## config.mk

```make
export PLATFORM = sky130hd
export DESIGN_NAME = scu_top
export DESIGN_NICKNAME = d
export VERILOG_FILES = /design/src/rtl/scu_pkg.sv /design/src/rtl/scu_fifo.sv /design/src/rtl/scu_xcpt.sv /design/src/rtl/scu_top.sv
export SDC_FILE = /design/constraint.sdc
export NUM_CORES = 1
export LEC_CHECK = 0
export BUFFER_PORTS_ARGS = -buffer_cell sky130_fd_sc_hd__buf_2
export CAP_MARGIN = 20
export CELL_PAD_IN_SITES_DETAIL_PLACEMENT = 0
export CELL_PAD_IN_SITES_GLOBAL_PLACEMENT = 1
export CORE_MARGIN = 2
export CORE_UTILIZATION = 49
export CTS_BUF_LIST = sky130_fd_sc_hd__clkbuf_8 sky130_fd_sc_hd__clkbuf_16
export DETAILED_ROUTE_END_ITERATION = 10
export PLACE_DENSITY = 0.8
export SKIP_CTS_REPAIR_TIMING = 1
export SLEW_MARGIN = 20
export SYNTH_ARGS = -nofsm -noshare
export SYNTH_HDL_FRONTEND = slang
export SYNTH_SLANG_ARGS = --single-unit
export TNS_END_PERCENT = 10
```

## constraint.sdc

```tcl
create_clock -name clk -period 4.4 [get_ports clk]
set_input_delay 0.22 -clock clk [delete_from_list [all_inputs] [get_ports clk]]
set_output_delay 0.22 -clock clk [all_outputs]
set_load 0.05 [all_outputs]
```

## src/rtl/scu_pkg.sv

```systemverilog
package scu_pkg;
  localparam int PC_AHEAD = 8;

  typedef enum logic [1:0] {
    DEC_NONE  = 2'd0,
    DEC_DROP  = 2'd1,
    DEC_ISSUE = 2'd2,
    DEC_TRAP  = 2'd3
  } dec_kind_e;

  // Outcome of the decode point for the head entry.
  function automatic dec_kind_e classify(input logic have, input logic match,
                                         input logic is_void, input logic hold);
    if (!have)        return DEC_NONE;
    else if (!match)  return DEC_DROP;
    else if (hold)    return DEC_NONE;
    else if (is_void) return DEC_TRAP;
    else              return DEC_ISSUE;
  endfunction
endpackage

```

## src/rtl/scu_fifo.sv

```systemverilog
module scu_fifo #(
  parameter int W     = 32,
  parameter int DEPTH = 4
) (
  input  logic         clk,
  input  logic         rst_n,
  input  logic         push,
  input  logic [W-1:0] din,
  input  logic         pop,
  output logic [W-1:0] head,
  output logic         full,
  output logic         empty
);
  localparam int AW = (DEPTH > 1) ? $clog2(DEPTH) : 1;
  localparam int CW = $clog2(DEPTH + 1);

  logic [W-1:0]  slots [DEPTH];
  logic [AW-1:0] wp, rp;
  logic [CW-1:0] cnt;
  logic          do_push, do_pop;

  function automatic logic [AW-1:0] step(input logic [AW-1:0] p);
    return (p == AW'(DEPTH - 1)) ? '0 : p + 1'b1;
  endfunction

  assign full    = (cnt == CW'(DEPTH));
  assign empty   = (cnt == '0);
  assign do_push = push && !full;
  assign do_pop  = pop && !empty;
  assign head    = slots[rp];

  always_ff @(posedge clk) begin
    if (do_push) slots[wp] <= din;
  end

  always_ff @(posedge clk) begin
    if (!rst_n) begin
      wp  <= '0;
      rp  <= '0;
      cnt <= '0;
    end else begin
      if (do_push) wp <= step(wp);
      if (do_pop)  rp <= step(rp);
      cnt <= cnt + CW'(do_push) - CW'(do_pop);
    end
  end
endmodule

```

## src/rtl/scu_xcpt.sv

```systemverilog
module scu_xcpt #(
  parameter int PC_W   = 32,
  parameter int XDEPTH = 2
) (
  input  logic            clk,
  input  logic            rst_n,
  input  logic            ls_push,
  input  logic [PC_W-1:0] ls_pc,
  input  logic            mem_valid,
  input  logic            mem_abort,
  input  logic            dabt_ack,
  output logic            mem_ready,
  output logic            x_full,
  output logic            abort_evt,
  output logic            dabt_req,
  output logic [PC_W-1:0] dabt_ret
);
  logic [PC_W-1:0] x_head, latched_pc;
  logic            x_empty, resp_take;

  assign mem_ready = !x_empty;
  assign resp_take = mem_valid && mem_ready;
  assign abort_evt = resp_take && mem_abort;

  scu_fifo #(.W(PC_W), .DEPTH(XDEPTH)) u_xfifo (
    .clk(clk), .rst_n(rst_n), .push(ls_push), .din(ls_pc),
    .pop(resp_take), .head(x_head), .full(x_full), .empty(x_empty)
  );

  always_ff @(posedge clk) begin
    if (!rst_n) begin
      dabt_req   <= 1'b0;
      latched_pc <= '0;
    end else if (abort_evt) begin
      dabt_req   <= 1'b1;
      latched_pc <= x_head;
    end else if (dabt_ack) begin
      dabt_req   <= 1'b0;
    end
  end

  assign dabt_ret = latched_pc + PC_W'(scu_pkg::PC_AHEAD);
endmodule

```

## src/rtl/scu_top.sv

```systemverilog
module scu_top #(
  parameter int PC_W   = 32,
  parameter int INSN_W = 32,
  parameter int DEPTH  = 4,
  parameter int XDEPTH = 2
) (
  input  logic              clk,
  input  logic              rst_n,
  input  logic              fetch_valid,
  input  logic [PC_W-1:0]   fetch_pc,
  output logic              fetch_ready,
  output logic              fetch_color,
  input  logic              ret_valid,
  input  logic [INSN_W-1:0] ret_insn,
  input  logic              ret_color,
  input  logic              ret_void,
  output logic              ret_ready,
  output logic              dec_valid,
  output logic              dec_trap,
  output logic [INSN_W-1:0] dec_insn,
  output logic [PC_W-1:0]   dec_pc,
  output logic [PC_W-1:0]   dec_pc_op,
  input  logic              dec_is_ls,
  input  logic              dec_ready,
  input  logic              br_taken,
  input  logic              cm_valid,
  input  logic              cm_color,
  output logic              cm_write,
  input  logic              mem_valid,
  input  logic              mem_abort,
  output logic              mem_ready,
  output logic              dabt_req,
  output logic [PC_W-1:0]   dabt_ret,
  input  logic              dabt_ack
);
  import scu_pkg::*;
  localparam int EW = INSN_W + 2;

  function automatic logic [PC_W-1:0] pc_operand(input logic [PC_W-1:0] pc);
    return pc + PC_W'(PC_AHEAD);
  endfunction

  logic            color_q, color_flip;
  logic            pc_full, pc_empty, insn_full, insn_empty;
  logic [EW-1:0]   hd_entry;
  logic            hd_color, hd_void, hd_have;
  logic            dec_pop, ls_push, ls_pending, abort_evt, x_full;
  dec_kind_e       kind;

  // stream color
  assign color_flip = br_taken ^ abort_evt;
  always_ff @(posedge clk) begin
    if (!rst_n)          color_q <= 1'b0;
    else if (color_flip) color_q <= ~color_q;
  end
  assign fetch_color = color_q;

  scu_fifo #(.W(PC_W), .DEPTH(DEPTH)) u_pcq (
    .clk(clk), .rst_n(rst_n), .push(fetch_valid && fetch_ready), .din(fetch_pc),
    .pop(dec_pop), .head(dec_pc), .full(pc_full), .empty(pc_empty)
  );

  scu_fifo #(.W(EW), .DEPTH(DEPTH)) u_iq (
    .clk(clk), .rst_n(rst_n), .push(ret_valid && ret_ready),
    .din({ret_color, ret_void, ret_insn}),
    .pop(dec_pop), .head(hd_entry), .full(insn_full), .empty(insn_empty)
  );

  assign fetch_ready = !pc_full;
  assign ret_ready   = !insn_full;
  assign hd_color    = hd_entry[EW-1];
  assign hd_void     = hd_entry[EW-2];
  assign dec_insn    = hd_entry[INSN_W-1:0];
  assign hd_have     = !insn_empty && !pc_empty;

  // decode point
  assign kind      = classify(hd_have, hd_color == color_q, hd_void, ls_pending);
  assign dec_valid = (kind == DEC_ISSUE);
  assign dec_trap  = (kind == DEC_TRAP);
  assign dec_pop   = (kind == DEC_DROP) ||
                     (((kind == DEC_ISSUE) || (kind == DEC_TRAP)) && dec_ready);
  assign dec_pc_op = pc_operand(dec_pc);
  assign ls_push   = (kind == DEC_ISSUE) && dec_ready && dec_is_ls && !x_full;
  assign ls_pending = mem_ready;

  scu_xcpt #(.PC_W(PC_W), .XDEPTH(XDEPTH)) u_xcpt (
    .clk(clk), .rst_n(rst_n), .ls_push(ls_push), .ls_pc(dec_pc),
    .mem_valid(mem_valid), .mem_abort(mem_abort), .dabt_ack(dabt_ack),
    .mem_ready(mem_ready), .x_full(x_full), .abort_evt(abort_evt),
    .dabt_req(dabt_req), .dabt_ret(dabt_ret)
  );

  // result stage
  assign cm_write = cm_valid && (cm_color == color_q);
endmodule

```

Word-level counts from Yosys, hierarchy flattened:

Memories as Yosys holds them, arrays and structs flattened. A register that Yosys moved wholly into a read port is not among the register bits.
Index checks and enable logic that the tools add are counted.

* bitwise gates (word level): 2
* add/sub/neg operators: 14
* muxes and demuxes: 22
* reductions and logical operators: 29
* eq/ne operators: 12

Operators with widths (count)
* 32-bit by 4-bit adder with 32-bit output (second input constant): 2
* 2-bit 2-to-1 mux: 11
* 1-bit logical AND: 16
* 2-bit == test (second input constant): 7
* 1-bit 2-to-1 mux: 11
* 2-bit by 1-bit adder with 2-bit output (second input constant): 4
* 1-bit logical NOT: 7
* 3-bit by 1-bit adder with 3-bit output: 2
* 3-bit == test (second input constant): 2
* 3-bit logical NOT: 2
* 3-bit by 1-bit subtractor with 3-bit output: 2
* 1-bit adder (second input constant): 2
* 2-bit by 1-bit adder with 2-bit output: 1
* 1-bit == test: 2
* 2-bit by 1-bit == test with 1-bit output (second input constant): 1
* 2-bit logical NOT: 1
* 1-bit logical OR: 2
* 2-bit nonzero test: 1
* 2-bit by 1-bit subtractor with 2-bit output: 1
* 1-bit inverter: 1
* 1-bit bitwise XOR: 1

* memories kept: 3
* logic and storage cells: 93
* output and inout port bits: 136
* register bits after elaboration: 20
* memory bits (writable): 328

Memory list
* u_iq.slots: depth 4, bits a word 34, read ports 1, clocked after Yosys merged registers in 1, wr ports 1, RTL line scu_fifo.sv:17 `logic [W-1:0] slots [DEPTH];`
* u_pcq.slots: depth 4, bits a word 32, read ports 1, clocked after Yosys merged registers in 1, wr ports 1, RTL line scu_fifo.sv:17
* u_xcpt.u_xfifo.slots: depth 2, bits a word 32, read ports 1, clocked after Yosys merged registers in 1, wr ports 1, RTL line scu_fifo.sv:17

Depth between registers and ports, before layout:

Gate-level depths: netlist (run 1).

* word-level depth: 11
* gate-level depth with buffers: 13
* mapped depth without buffers: 12

Modules after synthesis:

From an unflattened synthesis (run 1), not the netlist that was laid out.

* cells, all modules: 904
* area total of the unflattened synthesis: 15778.9 um^2

By module, submodules not included
* scu_fifo at u_iq: cells an instance 231, area an instance 5440.2 um^2, instances 1, seq. area each 4264.1 um^2
* scu_fifo at u_pcq: cells an instance 220, area an instance 5143.7 um^2, instances 1, seq. area each 4023.9 um^2
* scu_fifo at u_xcpt.u_xfifo: cells an instance 127, area an instance 2700.1 um^2, instances 1, seq. area each 2021.9 um^2
* scu_xcpt: cells an instance 221, area an instance 1770.4 um^2, instances 1, seq. area each 660.6 um^2
* scu_top: cells an instance 105, area an instance 724.4 um^2, instances 1, seq. area each 20.0 um^2

Least setup slack after synthesis (run 1):

Ideal clock, no wire load.

* path type: register to register
* from: reg with a tool-made name
* to: mem u_xcpt.u_xfifo.slots[0][0] (enable)
* setup slack: -0.152 ns
* arrival time: 4.131 ns
* required time: 3.979 ns
* period minus slack after synthesis: 4.552 ns
* stages on the path, launching flop included: 7
* setup time: 0.421 ns
* path through: dfxtp_1 -> buf_2 -> mux4_2 -> xor2_1 -> nor3_1 -> nand3_1 -> nor2_1

RTL lines (RTL line)
* end: declaration: scu_fifo.sv:17

==> impl_metrics.yaml, run 1 <==
sta:
  finalMaxSlewViolations: 0
  period_needed_ps: 3670
  fmax_mhz: 272
  holdWs_ps: 37.2
  hold_viol_final: 0
  clock_skew_ps: 27.4
  rsz0062_at_grt: "no"
  fin_crit_sh_pct: 83.5
  finalSetupViolations: 0
  slew_headroom_pct: 28.8
  tightest_slew_ps: 1070
global_routing:
  overflow: 0
  first_global_vias: 7852
  top_usage_layer: "met2"
  use_met1_pct: 24.9
  grt_first_pass_wirelength_um: 45400
  grt_util_met3_pct: 4.25
  antenna_found_initial: 0
  grt_max_degree: 67
  grtUsageMet2_pct: 29.0
  grt_use_total_pct: 18.2
placement:
  hpwl_um: 20100
  port-buffer-count: 213
  place_congestion: 0.873
  place_area_um2: 16800
  dp.cells: 1440
floorplan:
  num_rows: 64
  die_y_um: 181
  pin_count: 214
  die_area_um2: 32800
  start_util_pct: 49.9
  coreArea_um2: 30700
  dieWidth_um: 181
clock_tree:
  clkLatencyLatePin_ps: 530
  cts_sinks: 384
  h-tree-depth: 2
  cts_tree: "built"
  cts_buffer_depth: 3
  cts_root_buffer: "clkbuf_16"
  clkTransAtPathRegs_ps: 60
  numCtsBuffers: 39
synth:
  synth.distinct_cells: 38
  synth_top_area_share_pct: 64.2
  synth_fp_nets: 957
  ys_ff_latch: 384
  syn-instance-count: 859
  yosysTopAreaCell: "edfxtp_1"
  seq_area_frac_synth_pct: 71.5
  synthTopCellsByCount: "edfxtp_1, mux4_2, nand2_1, dfxtp_1, xnor2_1"
  postSynthAreaPerCell_um2: 17.9
  ys_warn_count: 0
  ys_top_cells_by_area: "edfxtp_1, mux4_2, dfxtp_1"
  synth.most_common_cell: "edfxtp_1"
  synth_ff_type: "edfxtp_1"
  synth-edff-count: 328
  synth_area_um2: 15300
  async_flop_share_pct: 0
pwr:
  switching_power_mw: 4.83
  power_frac_clock_pct: 24.6
  seq_power_share_pct: 38.2
  switching_share_pct: 39.2
  combinationalPowerShare_pct: 37.3
  leakage_nw: 7.08
  ir_drop_v: 0.000445
  p_int_mw: 7.51
  p_per_area_nw_per_um2: 661
layout:
  syn2layout_area_growth_pct: 21.6
  stdcell_count: 1578
  layout.nets: 1249
  fillCellCount: 2288
  final_cell_area_um2: 18700
  ff_latch_area_um2: 11000
  diodes: 0
  drive_gt1_share_pct: 30.5
  multi_input_area_um2: 4070
worst_setup_path:
  r2r_setup_slack_ps: 1360
  critPathMaxStageDelay_ps: 810
  cp.required_ps: 4180
  cp.arrival_ps: 3450
  worst-setup-path-type: "flop to output port"
  critPathMaxFanout: 18
  crit_chain: "mux4_2, ha_1, nand4_1, nor4_4, nand3_1, xnor2_1, buf_2"
  start_kind: "flop"
  endpoint_kind: "output port"
  crit_slowest_cell: "dfxtp_1"
job:
  drv_cap: 0
drt:
  dr.pass1.iters: 5
  drc: 0
  ant_nets: 0
  wl_per_cell_um: 19.6
  drt_iter0_markers: 580
  vias: 8298
  wl_um: 31000
  via_per_inst: 5.26
run_status:
  outcome: "finished, final reports clean"
min_path:
  hp-class: "input pin to flop"
[metal layers]
layer,up-vias,share of wire [%]
met5,-,0
met4,0,3.0
met3,52,5.9
met2,241,48
met1,4101,43
li1,3904,-
[registers in the layout, indices dropped and copies added, names as in the netlist, named ones only]
signal and cells:
u_pcq.slots 128, u_pcq.wp 2, u_iq.cnt 3, u_xcpt.u_xfifo.rp 1
u_iq.wp 2, u_pcq.rp 2, fetch_color 1, u_iq.rp 2
u_xcpt.u_xfifo.slots 64, u_xcpt.u_xfifo.cnt 2, u_xcpt.dabt_req 1, u_iq.slots 136
u_xcpt.latched_pc 32, u_pcq.cnt 3, u_xcpt.u_xfifo.wp 1
[power groups by stage]
stage                     logic, mW  clock network [mW]  registers (mW)
after global placement         4.54                   0            4.77
after floorplan                3.67                   0            4.64
final                          4.60                3.03            4.71
after CTS                      4.60                3.10            4.72
after detailed placement       4.58                   0            4.79
after global routing           4.86                3.26            4.76
[cells in the final DEF, fill, tap and decap left out, types with 22 or more instances in the layout]
master | Yosys | final
dlygate4sd3_1 | 0 | 66
o211a_1 | 32 | 32
clkbuf_16 | 0 | 40
xnor2_1 | 46 | 46
nand2_1 | 58 | 58
mux4_2 | 63 | 63
buf_2 | 6 | 213
nand3_1 | 22 | 22
inv_1 | 23 | 34
edfxtp_1 | 328 | 328
mux2i_1 | 39 | 39
dfxtp_1 | 56 | 53
[stage by stage]
step / total power [mW] / setup TNS [ps] / util (%) / setup slack (ps)
after global placement: 9.32 / 0 / 54.6 / 1220
after CTS: 12.4 / 0 / 58.6 / 626
after detailed placement: 9.38 / 0 / 54.6 / 1200
after global routing: 12.9 / 0 / 60.7 / 453
final: 12.3 / 0 / 60.7 / 726
after floorplan: 8.31 / -9720 / - / -152
[final timing paths]
check               startpoint                 to  cells past startpoint
max                       flop      dec_pc_op[19]                      7
min                   dabt_ack    u_xcpt.dabt_req                      3
max reg2reg  u_iq.slots[3][33]        u_iq.cnt[2]                     11
min reg2reg  u_xcpt.u_xfifo.wp  u_xcpt.u_xfifo.wp                      2
[area by class of cell]
class,instances,area share [%]
Clock buffer,45,5.73
Clock inverter,27,0.737
Inverter,23,0.462
Multi-Input combinational cell,409,21.8
Sequential cell,384,58.8
Tap cell,396,2.65
Timing Repair Buffer,294,9.85
[critical path, delay by kind of cell (launching register included)]
kind	cells	cell delay, ps
flops	1	810
mux	1	430
simple gates	3	790
buf+inv	1	330
fa+ha+maj	1	240
xor+xnor	1	300
[kinds of logic (layout without fill, tap and decap cells)]
| family | count (synthesis) | after routing | share of synthesized area, % |
|---|---|---|---|
| mux | 105 | 105 | 12.3 |
| simple gates | 181 | 181 | 6.32 |
| compound gates | 38 | 38 | 2.39 |
| fa+ha+maj | 20 | 20 | 1.73 |
| buf+inv | 66 | 389 | 2.09 |
| xor+xnor | 65 | 65 | 3.71 |
| flops | 384 | 384 | 71.5 |
Power figures use the tool's default switching activity.
==> inputs of run 2 (changes only) <==
- clock period: 4.4 -> 3.6 ns (I/O delays scaled with it)
==> run 2 against run 1 <==
  * Final area increased by 0.75%
  * Power increased by 24%
  * Count of clock-buffer cells in the layout decreased by 1
  * First-iteration DRC count increased by 11%
  * Sequential power increased by 21%
  * Flip-flop and latch count unchanged
  * Register-to-register slack got worse by 600 ps
  * Combinational power increased by 24%
  * Largest cell class unchanged
==> impl_metrics.yaml, run 2 (synthesized netlist as in run 1, its figures left out) <==
floorplan:
  pin_count: 214
  num_rows: 64
  coreArea_um2: 30700
  die_area_um2: 32800
  start_util_pct: 49.9
  die_y_um: 181
  dieWidth_um: 181
layout:
  largest-register: "u_iq.slots"
  fillCellCount: 2277
  drive_gt1_share_pct: 30.7
  reg_top3: "u_iq.slots x136, u_pcq.slots x128, u_xcpt.u_xfifo.slots x64"
  layout_commonest_cell: "edfxtp_1"
  mostFrequentLayoutCells: "edfxtp_1, buf_2, dlygate4sd3_1"
  syn2layout_area_growth_pct: 22.5
  largest_reg_flops: 136
  layout.nets: 1257
sta:
  period_needed_ps: 3390
  timing.setup.tns_ps: 0
  clock_skew_ps: 23.6
  fmax_mhz: 295
  finalMaxSlewViolations: 0
  slew_headroom_pct: 34.3
  fin_crit_sh_pct: 94.2
  tightest_slew_ps: 985
  rsz0062_at_grt: "no"
  hold_viol_final: 0
  finalSetupViolations: 0
global_routing:
  grt_first_pass_wirelength_um: 46800
  first_global_vias: 8067
  grt_max_degree: 58
  grt_use_total_pct: 18.8
  antenna_found_initial: 3
  overflow: 0
clock_tree:
  numCtsBuffers: 40
  cts_root_buffer: "clkbuf_16"
  cts_sinks: 384
  cts_buffer_depth: 3
  clkTransAtPathRegs_ps: 60
  clkLatencyLatePin_ps: 530
  h-tree-depth: 2
  cts_tree: "built"
worst_setup_path:
  timing.rr.end: "u_pcq.cnt[2]"
  crit_path_frequent_cell: "buf_4"
  reg2reg_depth: 13
  worst-setup-path-type: "flop to output port"
  r2r_setup_slack_ps: 760
  cp.required_ps: 3420
  critPathMaxFanout: 11
  critPathMaxStageDelay_ps: 710
  start_kind: "flop"
  crit_chain: "buf_4, mux4_1, nand4_4, nor4_4, buf_4, and2b_1, xnor2_1, buf_2"
  cp.arrival_ps: 3210
  worstSetupEndpoint: "dec_pc_op[21]"
  crit_slowest_cell: "mux4_1"
  endpoint_kind: "output port"
drt:
  vias: 8369
  ant_nets: 0
  via_per_inst: 5.27
  drc: 0
  wl_per_cell_um: 20.0
  drt_iter0_markers: 643
  wl_um: 31800
  dr.pass1.iters: 5
run_status:
  outcome: "finished, final reports clean"
placement:
  port-buffer-count: 213
  hpwl_um: 20900
  place_congestion: 0.801
pwr:
  p_per_area_nw_per_um2: 812
  power_mw: 15.3
  ir_drop_v: 0.000489
  leakage_nw: 7.15
min_path:
  hp-class: "input pin to flop"
job:
  drv_cap: 0
-- run 2: per-stage QoR --
step	instances	hold slack (ps)	utilization, %	setup slack (ps)	area (um2)
2_1_floorplan	859	279	-	52.9	15400
3_3_place_gp	1444	394	54.8	719	16800
3_5_place_dp	1444	395	54.8	679	16800
4_1_cts	1518	-166	58.9	99.4	18100
5_1_grt	1589	101	61.2	8.24	18800
6_report	1589	88.9	61.2	207	18800
-- run 2: worst max-delay path, delay by kind of cell, from the launching register on --
kind	cells	cell delay, ps
xor gates and xnor gates	1	250
buffers and inverters	3	770
DFF	1	550
muxes	1	710
and+or+nand+nor	3	390
-- run 2: report_power, final --
part | total, mW | switching, mW | internal (mW)
logic | 5.70 | 4.04 | 1.66
clock network | 3.85 | 1.64 | 2.22
registers | 5.71 | 0.294 | 5.42
-- run 2: metal layers --
layer  vias up  part of all wire, %  GRT usage, %  wire [um]
met5         -                    0             0          0
met4         0                  2.2          6.21        704
met3        41                  5.7          4.07       1810
met2       235                   49          30.0      15600
met1      4171                   43          26.2      13700
li1       3922                    -             -          -
-- run 2: how the worst min path moves through the flow --
stage	start	to	slack, ps	depth (start not counted)
after global placement	ret_insn[30]	u_iq.slots[0][30]	390	1
after CTS	ret_insn[23]	u_iq.slots[1][23]	-170	1
final	dec_ready	u_xcpt.u_xfifo.wp	90	3
after global routing	dec_ready	u_xcpt.u_xfifo.wp	100	3
after detailed placement	ret_insn[23]	u_iq.slots[0][23]	390	1
after floorplan	ret_insn[0]	u_iq.slots[0][0]	280	0
-- run 2: layout make-up --
cell class | instances | area (um2) | share of cell area [%]
Antenna cell | 2 | 5.00 | 0.0266
Inverter | 23 | 86.3 | 0.459
Sequential cell | 384 | 11000 | 58.3
Timing Repair Buffer | 301 | 1910 | 10.2
Tap cell | 396 | 495 | 2.63
Clock buffer | 44 | 1070 | 5.67
Multi-Input combinational cell | 409 | 4070 | 21.6
Clock inverter | 30 | 199 | 1.06
==> inputs of run 3 (changes only) <==
- ABC_AREA: default -> 1
- CORE_UTILIZATION: 49 -> 46
==> run 3 against run 2 <==
  * Sequential share of layout area is 3.2 points lower
  * Worst hold slack got worse by 44 ps
  * Count of clock-buffer cells in the layout shrank 2
  * Largest power group unchanged
==> impl_metrics.yaml, run 3 <==
floorplan:
  pin_count: 214
  die_y_um: 194
  num_rows: 69
  dieWidth_um: 194
  start_util_pct: 46.6
  coreArea_um2: 35500
  die_area_um2: 37500
worst_setup_path:
  cp.arrival_ps: 3040
  cp.required_ps: 3420
  timing.rr.end: "u_iq.cnt[2]"
  worst-setup-path-type: "flop to output port"
  critPathMaxFanout: 58
  endpoint_kind: "output port"
  reg2reg_depth: 14
  start_kind: "flop"
  r2r_setup_slack_ps: 850
placement:
  hpwl_um: 25700
  place_congestion: 0.893
  port-buffer-count: 213
  place_area_um2: 18000
  pre_cts_ws_ps: 826
synth:
  synth-edff-count: 328
  synth.most_common_cell: "nand2_1"
  seq_area_frac_synth_pct: 66.4
  synth_fp_nets: 1626
  syn-instance-count: 1528
  postSynthAreaPerCell_um2: 10.8
  synthTopCellsByCount: "nand2_1, edfxtp_1, nor2_1, inv_1, o21ai_0"
  synth_area_um2: 16500
  synth.distinct_cells: 37
  ys_warn_count: 0
  ys_ff_latch: 384
  synth_top_area_share_pct: 59.6
  ys_top_cells_by_area: "edfxtp_1, nand2_1, dfxtp_1"
  async_flop_share_pct: 0
  yosysTopAreaCell: "edfxtp_1"
  synth_ff_type: "edfxtp_1"
layout:
  final_cell_area_um2: 19900
  layout.nets: 1909
  fillCellCount: 3051
  largest_reg_flops: 136
  mostFrequentLayoutCells: "nand2_1, edfxtp_1, buf_2"
  multi_input_area_um2: 4710
  largest-register: "u_iq.slots"
  drive_gt1_share_pct: 19.2
  syn2layout_area_growth_pct: 20.4
  ff_latch_area_um2: 11000
  layout_commonest_cell: "nand2_1"
  final_util_pct: 56.1
  diodes: 0
  reg_top3: "u_iq.slots x136, u_pcq.slots x128, u_xcpt.u_xfifo.slots x64"
clock_tree:
  numCtsBuffers: 39
  cts_tree: "built"
  clkTransAtPathRegs_ps: 60
  h-tree-depth: 2
  cts_root_buffer: "clkbuf_16"
  cts_sinks: 384
  cts_buffer_depth: 3
  clkLatencyLatePin_ps: 530
sta:
  hold_viol_final: 0
  tightest_slew_ps: 966
  timing.setup.tns_ps: 0
  clock_skew_ps: 19.3
  rsz0062_at_grt: "no"
  finalMaxSlewViolations: 0
  period_needed_ps: 3220
  finalSetupViolations: 0
  fmax_mhz: 310
  slew_headroom_pct: 35.2
  fin_crit_sh_pct: 89.5
  layout_setup_ws_ps: 379
pwr:
  ir_drop_v: 0.000452
  p_per_area_nw_per_um2: 730
  leakage_nw: 8.05
drt:
  dr.pass1.iters: 5
  vias: 11598
  wl_um: 38800
  drc: 0
  ant_nets: 0
  wl_per_cell_um: 16.9
  via_per_inst: 5.04
  drt_iter0_markers: 671
global_routing:
  grt_use_total_pct: 20.3
  antenna_found_initial: 0
  grt_first_pass_wirelength_um: 59700
  grt_max_degree: 59
  first_global_vias: 10978
  overflow: 0
run_status:
  outcome: "finished, final reports clean"
min_path:
  hp-start: "mem_abort"
  min_to: "u_xcpt.latched_pc[13]"
  hp-class: "input pin to flop"
  hold_depth: 3
job:
  drv_cap: 0
## run 3: cells by family after synthesis
kind of cell | synth area share (%)
AO/OA/AOI/OAI | 6.26
XOR/XNOR | 2.38
adder cells (fa/ha/maj) | 1.60
buffers and inverters | 5.40
flip-flops | 66.4
AND/OR/NAND/NOR | 18.0
## run 3: where the power goes
part	internal [mW]	total [mW]	switching [mW]
clock network	2.15	3.72	1.58
registers	5.39	5.58	0.195
logic	1.15	5.23	4.08
## run 3: final cells by class
cell class	instances	area share, %
tap	461	2.90
sequential	384	55.1
inverter	129	2.47
timing repair buffer	309	9.83
clock inverter	27	0.754
multi-input combinational	948	23.7
clock buffer	42	5.22
## run 3: per-layer routing
| metal | GRT usage (%) | routed length, um | up-vias |
|---|---|---|---|
| li1 | - | - | 5737 |
| met1 | 28.0 | 17700 | 5508 |
| met2 | 32.9 | 18000 | 294 |
| met3 | 3.75 | 2260 | 59 |
| met4 | 5.74 | 780 | 0 |
| met5 | 0 | 0 | - |
## run 3: metrics by stage
step | hold slack [ps] | cells | power (mW)
2_1_floorplan | 279 | 1528 | 9.49
3_3_place_gp | 391 | 2163 | 10.8
3_5_place_dp | 395 | 2163 | 10.9
4_1_cts | -157 | 2232 | 14.6
5_1_grt | 35.7 | 2300 | 15.3
6_report | 45.0 | 2300 | 14.5
## run 3: worst max-delay path by stage
| stage | end | cells after the start | start | slack, ps |
|---|---|---|---|---|
| global route | dec_pc_op[31] | 13 | flop | 170 |
| floorplan | dec_pc_op[19] | 14 | flop | 400 |
| detailed placement | u_iq.cnt[2] | 14 | flop | 830 |
| CTS | dec_pc_op[31] | 13 | flop | 370 |
| finish | dec_pc_op[31] | 13 | flop | 380 |
| global placement | u_iq.cnt[2] | 14 | flop | 940 |
## run 3: worst max-delay path, cell delays in order (launching register included)
cell and delay [ps]:
dfxtp_2 400, inv_8 280, nand2_1 110, nand3_1 100, nand2_1 70, inv_1 110, ha_1 240, inv_1 120
nor2_1 230, nand2_2 140, nor3_4 250, nand3b_1 110, nand2_1 80, buf_2 260
